## src/rtl/mre_pkg.sv

```systemverilog
package mre_pkg;

    typedef enum logic [2:0] {
        EX_IDLE,
        EX_GRST,
        EX_INTEG,
        EX_CMP,
        EX_SHARE,
        EX_SRST,
        EX_XFER
    } ex_state_e;

    // compare window: wake, conditional reset, latch
    localparam int unsigned CMP_STEPS = 3;

endpackage

```

## src/rtl/mre_interval_len.sv

```systemverilog
module mre_interval_len #(
    parameter int CNT_W   = 16,
    parameter int IDX_W   = 3,
    parameter int K_SHIFT = 1
) (
    input  logic [CNT_W-1:0] base_i,
    input  logic [IDX_W-1:0] idx_i,
    output logic [CNT_W-1:0] load_o
);
    logic [CNT_W-1:0] shifted;
    int unsigned      shamt;

    always_comb begin
        shamt   = K_SHIFT * int'(idx_i);
        shifted = base_i >> shamt;
        // length is at least one cycle; counter is loaded with length-1
        load_o  = (shifted == '0) ? '0 : shifted - 1'b1;
    end
endmodule

```

## src/rtl/mre_expo_ctrl.sv

```systemverilog
module mre_expo_ctrl
    import mre_pkg::*;
#(
    parameter int CNT_W    = 16,
    parameter int MAX_INT  = 8,
    parameter int K_SHIFT  = 1,
    parameter int RST_LEN  = 4,
    parameter int XFER_LEN = 2,
    localparam int NI_W    = $clog2(MAX_INT + 1),
    localparam int IDX_W   = (MAX_INT > 1) ? $clog2(MAX_INT) : 1
) (
    input  logic             clk_i,
    input  logic             rst_ni,
    input  logic             start_i,
    input  logic [NI_W-1:0]  nint_i,
    input  logic [CNT_W-1:0] base_i,
    output logic             pix_rst_n_o,
    output logic             prech_n_o,
    output logic             cmp_wake_o,
    output logic             cond_rst_n_o,
    output logic             flag_latch_o,
    output logic             flag_fwd_o,
    output logic             share_o,
    output logic             st_rst_o,
    output logic             xfer_o,
    output logic             active_o,
    output logic             rd_go_o
);
    typedef struct packed {
        ex_state_e        st;
        logic [CNT_W-1:0] cnt;
        logic [IDX_W-1:0] idx;
        logic [IDX_W-1:0] last;
        logic [CNT_W-1:0] base;
    } ex_regs_t;

    ex_regs_t         r_d, r_q;
    logic [IDX_W-1:0] last_sel;
    logic [IDX_W-1:0] idx_sel;
    logic [CNT_W-1:0] len_load;
    logic             cnt_zero;

    mre_interval_len #(
        .CNT_W  (CNT_W),
        .IDX_W  (IDX_W),
        .K_SHIFT(K_SHIFT)
    ) u_len (
        .base_i(r_q.base),
        .idx_i (idx_sel),
        .load_o(len_load)
    );

    always_comb begin
        if (nint_i == '0) begin
            last_sel = '0;
        end else if (nint_i > NI_W'(MAX_INT)) begin
            last_sel = IDX_W'(MAX_INT - 1);
        end else begin
            last_sel = IDX_W'(nint_i - 1'b1);
        end
        idx_sel  = (r_q.st == EX_CMP) ? r_q.idx + IDX_W'(1) : '0;
        cnt_zero = (r_q.cnt == '0);
    end

    always_comb begin
        r_d     = r_q;
        rd_go_o = 1'b0;
        if (!cnt_zero) r_d.cnt = r_q.cnt - 1'b1;
        case (r_q.st)
            EX_IDLE: begin
                if (start_i) begin
                    r_d.st   = EX_GRST;
                    r_d.cnt  = CNT_W'(RST_LEN - 1);
                    r_d.idx  = '0;
                    r_d.last = last_sel;
                    r_d.base = base_i;
                end
            end
            EX_GRST: begin
                if (cnt_zero) begin
                    r_d.st  = EX_INTEG;
                    r_d.cnt = len_load;
                end
            end
            EX_INTEG: begin
                if (cnt_zero) begin
                    r_d.st  = EX_CMP;
                    r_d.cnt = CNT_W'(CMP_STEPS - 1);
                end
            end
            EX_CMP: begin
                if (cnt_zero) begin
                    if (r_q.idx == r_q.last) begin
                        r_d.st  = EX_SHARE;
                        r_d.cnt = CNT_W'(XFER_LEN - 1);
                    end else begin
                        r_d.st  = EX_INTEG;
                        r_d.idx = idx_sel;
                        r_d.cnt = len_load;
                    end
                end
            end
            EX_SHARE: begin
                if (cnt_zero) begin
                    r_d.st  = EX_SRST;
                    r_d.cnt = CNT_W'(XFER_LEN - 1);
                end
            end
            EX_SRST: begin
                if (cnt_zero) begin
                    r_d.st  = EX_XFER;
                    r_d.cnt = CNT_W'(XFER_LEN - 1);
                end
            end
            EX_XFER: begin
                if (cnt_zero) begin
                    r_d.st  = EX_IDLE;
                    rd_go_o = 1'b1;
                end
            end
            default: r_d.st = EX_IDLE;
        endcase
    end

    always_ff @(posedge clk_i or negedge rst_ni) begin
        if (!rst_ni) begin
            r_q <= '{st: EX_IDLE, default: '0};
        end else begin
            r_q <= r_d;
        end
    end

    always_comb begin
        pix_rst_n_o  = (r_q.st != EX_GRST);
        prech_n_o    = (r_q.st != EX_GRST);
        cmp_wake_o   = (r_q.st == EX_CMP);
        cond_rst_n_o = !((r_q.st == EX_CMP) && (r_q.cnt == CNT_W'(1)));
        flag_latch_o = (r_q.st == EX_CMP) && cnt_zero;
        flag_fwd_o   = ((r_q.st == EX_INTEG) && (r_q.idx != '0)) || (r_q.st == EX_SHARE);
        share_o      = (r_q.st == EX_SHARE);
        st_rst_o     = (r_q.st == EX_SRST);
        xfer_o       = (r_q.st == EX_XFER);
        active_o     = (r_q.st != EX_IDLE);
    end
endmodule

```

## src/rtl/mre_readout_scan.sv

```systemverilog
module mre_readout_scan #(
    parameter int ROWS     = 32,
    parameter int COLS     = 32,
    localparam int ROW_W   = (ROWS > 1) ? $clog2(ROWS) : 1,
    localparam int COL_W   = (COLS > 1) ? $clog2(COLS) : 1
) (
    input  logic             clk_i,
    input  logic             rst_ni,
    input  logic             go_i,
    output logic [ROW_W-1:0] row_o,
    output logic [COL_W-1:0] col_o,
    output logic             smp_sig_o,
    output logic             smp_rst_o,
    output logic             active_o
);
    typedef struct packed {
        logic             act;
        logic [ROW_W-1:0] row;
        logic [COL_W-1:0] col;
        logic             smp;
    } rd_regs_t;

    rd_regs_t s_d, s_q;

    always_comb begin
        s_d = s_q;
        if (go_i) begin
            s_d = '{act: 1'b1, default: '0};
        end else if (s_q.act) begin
            s_d.smp = !s_q.smp;
            if (s_q.smp) begin
                if (s_q.col == COL_W'(COLS - 1)) begin
                    s_d.col = '0;
                    if (s_q.row == ROW_W'(ROWS - 1)) begin
                        s_d.row = '0;
                        s_d.act = 1'b0;
                    end else begin
                        s_d.row = s_q.row + 1'b1;
                    end
                end else begin
                    s_d.col = s_q.col + 1'b1;
                end
            end
        end
    end

    always_ff @(posedge clk_i or negedge rst_ni) begin
        if (!rst_ni) begin
            s_q <= '0;
        end else begin
            s_q <= s_d;
        end
    end

    assign row_o     = s_q.row;
    assign col_o     = s_q.col;
    assign smp_sig_o = s_q.act && !s_q.smp;
    assign smp_rst_o = s_q.act && s_q.smp;
    assign active_o  = s_q.act;
endmodule

```

## src/rtl/mre_seq.sv

```systemverilog
module mre_seq #(
    parameter int ROWS     = 32,
    parameter int COLS     = 32,
    parameter int CNT_W    = 16,
    parameter int MAX_INT  = 8,
    parameter int K_SHIFT  = 1,
    parameter int RST_LEN  = 4,
    parameter int XFER_LEN = 2,
    localparam int NI_W    = $clog2(MAX_INT + 1),
    localparam int ROW_W   = (ROWS > 1) ? $clog2(ROWS) : 1,
    localparam int COL_W   = (COLS > 1) ? $clog2(COLS) : 1
) (
    input  logic             clk_i,
    input  logic             rst_ni,
    input  logic             start_i,
    input  logic [NI_W-1:0]  nint_i,
    input  logic [CNT_W-1:0] base_i,
    output logic             pix_rst_n_o,
    output logic             prech_n_o,
    output logic             cmp_wake_o,
    output logic             cond_rst_n_o,
    output logic             flag_latch_o,
    output logic             flag_fwd_o,
    output logic             share_o,
    output logic             st_rst_o,
    output logic             xfer_o,
    output logic [ROW_W-1:0] row_o,
    output logic [COL_W-1:0] col_o,
    output logic             smp_sig_o,
    output logic             smp_rst_o,
    output logic             busy_o
);
    logic expo_active;
    logic rd_active;
    logic rd_go;

    mre_expo_ctrl #(
        .CNT_W   (CNT_W),
        .MAX_INT (MAX_INT),
        .K_SHIFT (K_SHIFT),
        .RST_LEN (RST_LEN),
        .XFER_LEN(XFER_LEN)
    ) u_expo (
        .clk_i       (clk_i),
        .rst_ni      (rst_ni),
        .start_i     (start_i),
        .nint_i      (nint_i),
        .base_i      (base_i),
        .pix_rst_n_o (pix_rst_n_o),
        .prech_n_o   (prech_n_o),
        .cmp_wake_o  (cmp_wake_o),
        .cond_rst_n_o(cond_rst_n_o),
        .flag_latch_o(flag_latch_o),
        .flag_fwd_o  (flag_fwd_o),
        .share_o     (share_o),
        .st_rst_o    (st_rst_o),
        .xfer_o      (xfer_o),
        .active_o    (expo_active),
        .rd_go_o     (rd_go)
    );

    mre_readout_scan #(
        .ROWS(ROWS),
        .COLS(COLS)
    ) u_scan (
        .clk_i    (clk_i),
        .rst_ni   (rst_ni),
        .go_i     (rd_go),
        .row_o    (row_o),
        .col_o    (col_o),
        .smp_sig_o(smp_sig_o),
        .smp_rst_o(smp_rst_o),
        .active_o (rd_active)
    );

    assign busy_o = expo_active || rd_active;
endmodule

```

## config.mk

```make
export PLATFORM = sky130hd
export DESIGN_NAME = mre_seq
export DESIGN_NICKNAME = d
export VERILOG_FILES = /design/src/rtl/mre_pkg.sv /design/src/rtl/mre_interval_len.sv /design/src/rtl/mre_expo_ctrl.sv /design/src/rtl/mre_readout_scan.sv /design/src/rtl/mre_seq.sv
export SDC_FILE = /design/constraint.sdc
export NUM_CORES = 1
export LEC_CHECK = 0
export BUFFER_PORTS_ARGS = -buffer_cell sky130_fd_sc_hd__buf_4
export CAP_MARGIN = 40
export CORE_MARGIN = 8
export CORE_UTILIZATION = 55
export DETAILED_ROUTE_END_ITERATION = 6
export PLACE_DENSITY = 0.83
export RECOVER_POWER = 100
export SYNTH_ARGS = -nofsm -noshare
export SYNTH_HDL_FRONTEND = slang
export SYNTH_SLANG_ARGS = --single-unit
```

## constraint.sdc

```tcl
create_clock -name clk_i -period 3.9 [get_ports clk_i]
set_input_delay 0.195 -clock clk_i [delete_from_list [all_inputs] [get_ports clk_i]]
set_output_delay 0.195 -clock clk_i [all_outputs]
set_load 0.02 [all_outputs]
```

==> summary.md, run 1 <==
| Metric | Value |
|---|---|
| Starting Density | 0.5622 |
| Crit path launch | u_expo.r_q[19] |
| Placer Congestion | 0.9041 |
| Worst Reg-to-Reg Cells | 13 |
| Dominant cell type by area after synthesis | dfrtp_1 |
| Leak | 2.006 nW |
| DRC violations left | 0 |
| #FFs+latches synth | 53 |
| Max VDD drop | 0.0001537 V |
| Final Non-Filler Cells | 646 |
| Post-synth top flop | dfrtp_1 |
| FP Rows | 32 |
| Worst hold slack | 0.07137 ns |
| Largest net degree at the start of global routing | 54 |
| R2R Path Start | u_expo.r_q[19] |
| Crit Path Class | reg2reg |
| Synth Net Count | 560 |
| Detailed-route via count | 3,748 |
| Num CTS Buffers | 5 |
| Top cell type's share of synthesized area | 0.3069 |
| Clk buf depth | 2 |
| Setup TNS | 0 ns |
| Worst Path Arrival | 3.82 ns |
| CTS root buf | clkbuf_8 |
| PD cells | 384.3 mW/mm^2 |
| Vias in the first global route | 3,665 |
| Die area | 0.01095 sq mm |
| Area after DPL | 0.004561 sq mm |
| TritonRoute pass-1 iters | 4 |
| Core Util, Final | 0.5887 |
| Period utilization | 0.9231 |
| Final min period | 3.600 ns |
| # placed instances | 637 |
| Critical Path RT | 4.12 ns |
| Slew at the pin closest to its max-slew limit | 2.811 ns |
| R2R Path End | u_expo.r_q[36] |
| Final setup viols | 0 |
| Die width | 104.6 microns |
| Outcome | complete, but fails checks |
| 1st-iter DRT viols | 225 |
| Wirelength, routed | 10,230 microns |
| Ratio of cells with drive above 1 in the final layout | 0.1471 |
| Wire per inst | 15.83 microns |
| Highest clock rate | 277.8 MHz |
| Setup crit start kind | flop |
| Final setup margin | 0.3000 ns |
| Global-route wire length before repair | 17,850 microns |
| RSZ-0062 raised after global routing | false |
| Area Overhead vs Synth | 4.719% |
| Synth Cell Area | 0.004322 sq mm |
| Hpwl dp | 7728 microns |
| Worst Hold Class | in2reg |
| # IOs | 45 |
| Sink Count | 53 |
| Pre-CTS WS | 0.3134 ns |
| Area contributors post-synth | dfrtp_1 (31%), nand2_1 (8.6%), a21oi_1 (3.7%) |
| GRT Residual Overflow | 0 |
| Cell variety after synth | 68 |
| Fin area | 0.004526 sq mm |
| Clk_skew | 0.01237 ns |
| Port bufs | 44 |
| Final hold vios | 0 |
| Ys async rst share | 1.000 |
| CP endpoint | u_expo.r_q[36] |
| Ys Warns | 0 |
| Post-CTS Setup Inserts | 0 |
| Worst skew pair latency | 0.31 ns |
| Fin nets | 578 |
| Hold_sp | base_i[3] |
| Failing checks | max-capacitance violations, max-slew violations |
| Worst Path Max Fanout | 30 |
| Syn Area/Cell | 8.232 sq um |
| Die Ht | 104.6 microns |
| Seq/Total Area, Yosys | 0.3069 |
| CORE AREA | 0.007687 sq mm |
| Total power | 1.739 mW |
| Flop-to-flop setup slack | 0.30 ns |
| Antenna-violating nets left | 0 |
| Max Cap Viol | 1 |
| Max-slew violations | 54 |
| Worst Setup End Kind | flop |
| Gr usage total | 0.1896 |
| Clk slew on worst S/H paths | 0.10 ns |
| Via-to-Cell Ratio | 5.802 |
| H-tree Lvls | 2 |
| Antenna fix cells | 0 |
| Slew HR | -0.8739 |
| EDFF count, synth | 0 |
| Cells after Synth | 525 |
| TritonCTS clock tree | yes |
| Initial antenna violation count | 0 |
## layer usage
metal  global-route usage  part of all wire  up-vias
met5                    0                 0        -
met4              0.04485             0.012        0
met3              0.03624             0.059       11
met2               0.2960              0.46      119
met1               0.2646              0.47     1764
li1                     -                 -     1854
## timing repair
| action | 4_1_cts | 5_1_grt |
|---|---|---|
| hold buffers | 1 | 0 |
| hold endpoints to repair | 53 | 0 |
| gates resized for setup | 0 | 2 |
| setup endpoints to repair | 0 | 9 |
## state kept, by name, indices dropped and copies added (netlist names)
name / cells
u_scan.col_o: 5
u_expo.r_q: 41
u_scan.active_o: 1
u_scan.row_o: 5
u_scan.s_q: 1
## final cells by class
type | instances | area (sq um)
clock buffer | 5 | 68.82
clock inverter | 3 | 21.27
fill | 724 | 3162
inverter | 20 | 75.07
multi-input combinational | 411 | 2594
sequential | 53 | 1328
tap | 102 | 127.6
timing repair buffer | 52 | 311.5
## critical path, cell delays in order, from the launching register on
cell	delay (ns)
dfrtp_1	0.44
buf_4	0.25
ha_1	0.26
xor2_1	0.17
and2_1	0.23
clkbuf_2	0.27
a21oi_2	0.30
ha_1	0.22
inv_1	0.07
a211oi_4	0.23
nand4_4	0.20
nor3_2	0.30
mux2_1	0.36
o31ai_1	0.22
## worst min-delay path by stage
stage                          end  slack (ns)  depth (start not counted)
floorplan            u_expo.r_q[0]       -0.10                          0
global placement    u_expo.r_q[18]        0.27                          1
detailed placement  u_expo.r_q[18]        0.27                          1
CTS                  u_expo.r_q[1]        0.06                          3
global route         u_expo.r_q[4]        0.06                          3
finish               u_expo.r_q[3]        0.07                          3
## layout by cell type, fill, tap and decap left out, types with 4 or more instances in the layout
| cell | netlist | final |
|---|---|---|
| mux2i_1 | 7 | 7 |
| nor2b_1 | 14 | 14 |
| buf_4 | 17 | 29 |
| a31oi_1 | 5 | 5 |
| dfrtp_1 | 53 | 52 |
| o21ai_0 | 25 | 25 |
| a211oi_1 | 6 | 6 |
| and3_1 | 4 | 4 |
| a21oi_1 | 32 | 32 |
| xor2_1 | 13 | 13 |
| nand2_1 | 99 | 99 |
| nor2_1 | 33 | 33 |
| nor3_1 | 21 | 22 |
| nand3_1 | 21 | 21 |
| o22ai_1 | 0 | 5 |
| a21oi_2 | 7 | 7 |
| clkbuf_1 | 11 | 21 |
| nor4_1 | 7 | 7 |
| clkbuf_8 | 0 | 5 |
| inv_1 | 18 | 19 |
| ha_1 | 12 | 12 |
| or3_1 | 4 | 4 |
| o21ai_1 | 9 | 9 |
| a211oi_2 | 6 | 6 |
| xnor2_1 | 16 | 16 |
## Yosys cell counts (7+ instances only)
cell type / instances
o21ai_0: 25
nor2_1: 33
o21ai_1: 9
nor4_1: 7
ha_1: 12
mux2i_1: 7
buf_2: 7
inv_1: 18
clkbuf_1: 11
buf_4: 17
nand3_1: 21
a21oi_1: 32
nor2b_1: 14
nand2_1: 99
xor2_1: 13
xnor2_1: 16
dfrtp_1: 53
nor3_1: 21
a21oi_2: 7
o22ai_2: 7
## cell families after synthesis
| group | after synthesis | synth area share |
|---|---|---|
| flops | 53 | 0.3069 |
| xor+xnor | 29 | 0.05877 |
| mux | 11 | 0.02982 |
| simple gates | 234 | 0.2774 |
| buf+inv | 61 | 0.08019 |
| compound gates | 123 | 0.2076 |
| fa+ha+maj | 14 | 0.03937 |
## power breakdown
part | switching [mW] | internal, mW
registers | 0.117 | 0.655
clock network | 0.188 | 0.128
logic | 0.366 | 0.285
No activity file was read; power rests on OpenSTA's default activity.
==> run 2: changes to the inputs <==
Settings changed: CELL_PAD_IN_SITES_DETAIL_PLACEMENT set to 1, CELL_PAD_IN_SITES_GLOBAL_PLACEMENT set to 1, CORE_UTILIZATION 55 to 45, GPL_ROUTABILITY_DRIVEN set to 0, PLACE_DENSITY 0.83 to 0.89, SLEW_MARGIN set to 5.
==> run 2 against run 1 <==
Against the previous run: the flow still finishes with violations (max-capacitance violations, max-slew violations); sequential power is essentially flat; total power grew 5.8%; sequential share of layout area shrank 0.46 points; sequential cell count is the same; critical path type unchanged; critical endpoint is now u_expo.r_q[31].
==> summary.md, run 2 (synthesis results as in run 1) <==
| Metric | Value |
|---|---|
| Clk slew on worst S/H paths | 0.10 ns (about the same) |
| H-tree Lvls | 2 (unchanged) |
| Largest net degree at the start of global routing | 54 (unchanged) |
| Antenna-violating nets left | 0 (unchanged) |
| PD cells | 400.0 mW/mm^2 (was 384.3 mW/mm^2) |
| DRC violations left | 0 (unchanged) |
| Final setup viols | 0 (unchanged) |
| Fin nets | 578 (unchanged) |
| # fillers | 1,176 (was 724) |
| Setup crit start kind | flop (unchanged) |
| R2R Path Start | u_expo.r_q[19] (unchanged) |
| Layer with the highest usage | met2 (unchanged) |
| Vias in the first global route | 4,225 (was 3,665) |
| Gr usage total | 0.1958 (was 0.1896) |
| Detailed-route via count | 3,880 (was 3,748) |
| CTS root buf | clkbuf_8 (unchanged) |
| Max-slew violations | 54 (unchanged) |
| Crit path launch | u_expo.r_q[19] (unchanged) |
| Met2 Track Usage GR | 0.3368 (was 0.2960) |
| Hold_sp | base_i[5] (was base_i[3]) |
| Max VDD drop | 0.0001862 V (was 0.0001537 V) |
| Worst Path Max Fanout | 33 (was 30) |
| Clk_skew | 0.02092 ns (was 0.01237 ns) |
| Die Ht | 114 microns (was 104.6 microns) |
| Starting Density | 0.4655 (was 0.5622) |
| FP Rows | 35 (was 32) |
| Hpwl dp | 8958 microns (was 7728 microns) |
| Period utilization | 0.9203 (was 0.9231) |
| Global-route wire length before repair | 20,870 microns (was 17,850 microns) |
| Outcome | complete, but fails checks (unchanged) |
| Core Util, Final | 0.4953 (was 0.5887) |
| Commonest non-fill, non-tap cell in the layout | nand2_1 (unchanged) |
| Max Cap Viol | 1 (unchanged) |
| GR Layer Usage met1 | 0.2463 (was 0.2646) |
| Num CTS Buffers | 5 (unchanged) |
| # IOs | 45 (unchanged) |
| Slew HR | -1.002 (was -0.8739) |
| TritonRoute pass-1 iters | 4 (unchanged) |
| Worst Path Arrival | 3.77 ns (was 3.82 ns) |
| Commonest non-fill, non-tap cells in the layout | nand2_1 (99), dfrtp_1 (52), nor2_1 (33) (unchanged) |
| Met3 demand-to-capacity share in global routing | 0.02958 (was 0.03624) |
| RSZ-0062 raised after global routing | false (unchanged) |
| Leak | 2.026 nW (was 2.006 nW) |
| Wire per inst | 17.88 microns (was 15.83 microns) |
| Failing checks | max-capacitance violations, max-slew violations (unchanged) |
| Max reg flops | 41 (unchanged) |
| Highest clock rate | 278.6 MHz (was 277.8 MHz) |
| Port bufs | 44 (unchanged) |
| Critical Path RT | 4.08 ns (was 4.12 ns) |
| Worst Hold Class | in2reg (unchanged) |
| Final min period | 3.589 ns (was 3.600 ns) |
| Post-CTS Setup Inserts | 0 (unchanged) |
| Fin area | 0.004598 sq mm (was 0.004526 sq mm) |
| Sink Count | 53 (unchanged) |
| Largest Register | u_expo.r_q (unchanged) |
| Clk buf depth | 2 (unchanged) |
| Wirelength, routed | 12,040 microns (was 10,230 microns) |
| Die width | 114 microns (was 104.6 microns) |
| Total power | 1.839 mW (was 1.739 mW) |
| TritonCTS clock tree | yes (unchanged) |
| Worst skew pair latency | 0.33 ns (was 0.31 ns) |
| GRT Residual Overflow | 0 (unchanged) |
| Die area | 0.01300 sq mm (was 0.01095 sq mm) |
| Via-to-Cell Ratio | 5.765 (was 5.802) |
| CORE AREA | 0.009284 sq mm (was 0.007687 sq mm) |
| Initial antenna violation count | 0 (unchanged) |
| 1st-iter DRT viols | 180 (was 225) |
| Worst Setup End Kind | flop (unchanged) |
| Area after DPL | 0.004594 sq mm (was 0.004561 sq mm) |
| Slew at the pin closest to its max-slew limit | 3.003 ns (was 2.811 ns) |
| Final setup margin | 0.3108 ns (was 0.3000 ns) |
| Crit Path Class | reg2reg (unchanged) |
| Final hold vios | 0 (unchanged) |
| Setup TNS | 0 ns (unchanged) |
| Pre-CTS WS | 0.2420 ns (was 0.3134 ns) |
| Ratio of cells with drive above 1 in the final layout | 0.1471 (unchanged) |
| Antenna fix cells | 0 (unchanged) |
| Area Overhead vs Synth | 6.398% (was 4.719%) |
==> run 2: changes by cell type in the layout (fill, tap and decap cells not counted), sizes merged <==
cell	previous run	this run
clkbuf	27	26
bufinv	0	1
inv	21	20
clkinvlp	1	0
buf	29	31
==> run 2: cell type report <==
type	count	area, sq um	area share
clock buffer	6	72.57	0.01578
clock inverter	2	38.79	0.008435
inverter	20	75.07	0.01633
multi-input combinational	411	2601	0.5657
sequential	53	1328	0.2887
tap	129	161.4	0.03510
timing repair buffer	52	321.6	0.06993
==> run 2: per-stage QoR <==
step,instances,hold WS (ns)
floorplan,525,-0.1006
global placement,664,0.2801
detailed placement,664,0.2863
CTS,673,0.05657
global route,673,0.05103
finish,673,0.05466
==> run 2: worst paths after layout <==
check                                  to  slack [ns]  depth (start not counted)
min reg2reg                u_expo.r_q[17]        0.52                          2
min                         u_expo.r_q[5]        0.05                          3
max reg2reg                u_expo.r_q[31]        0.31                         13
min in group asynchronous   u_expo.r_q[7]        1.38                          2
max in group asynchronous  u_expo.r_q[39]        0.61                          2
max                        u_expo.r_q[31]        0.31                         13
==> run 2: routing by layer <==
layer	routed length, microns	share of wire	vias to the layer above
li1	-	-	1855
met1	5440	0.45	1941
met2	6055	0.50	71
met3	384	0.032	13
met4	156	0.013	0
met5	0	0	-
==> run 2: report_power, final <==
group / internal, mW / switching [mW]
Clock: 0.193 / 0.197
Combinational: 0.291 / 0.384
Sequential: 0.655 / 0.120
==> run 2: what timing repair did <==
item | in CTS | in global routing
endpoints found under the hold margin | 53 | 0
hold buffers | 1 | 0
gates resized for setup | 0 | 2
setup endpoints to repair | 0 | 9
==> run 2: worst max-delay path, stage by stage, from the launching register on <==
cell      delay (ns)
dfrtp_1         0.38
buf_6           0.26
ha_1            0.26
xor2_1          0.27
and2_1          0.32
a221oi_1        0.11
a21oi_2         0.24
ha_1            0.21
inv_1           0.07
a211oi_4        0.24
nand4_4         0.20
nor4_2          0.38
or2_1           0.39
o22ai_1         0.13
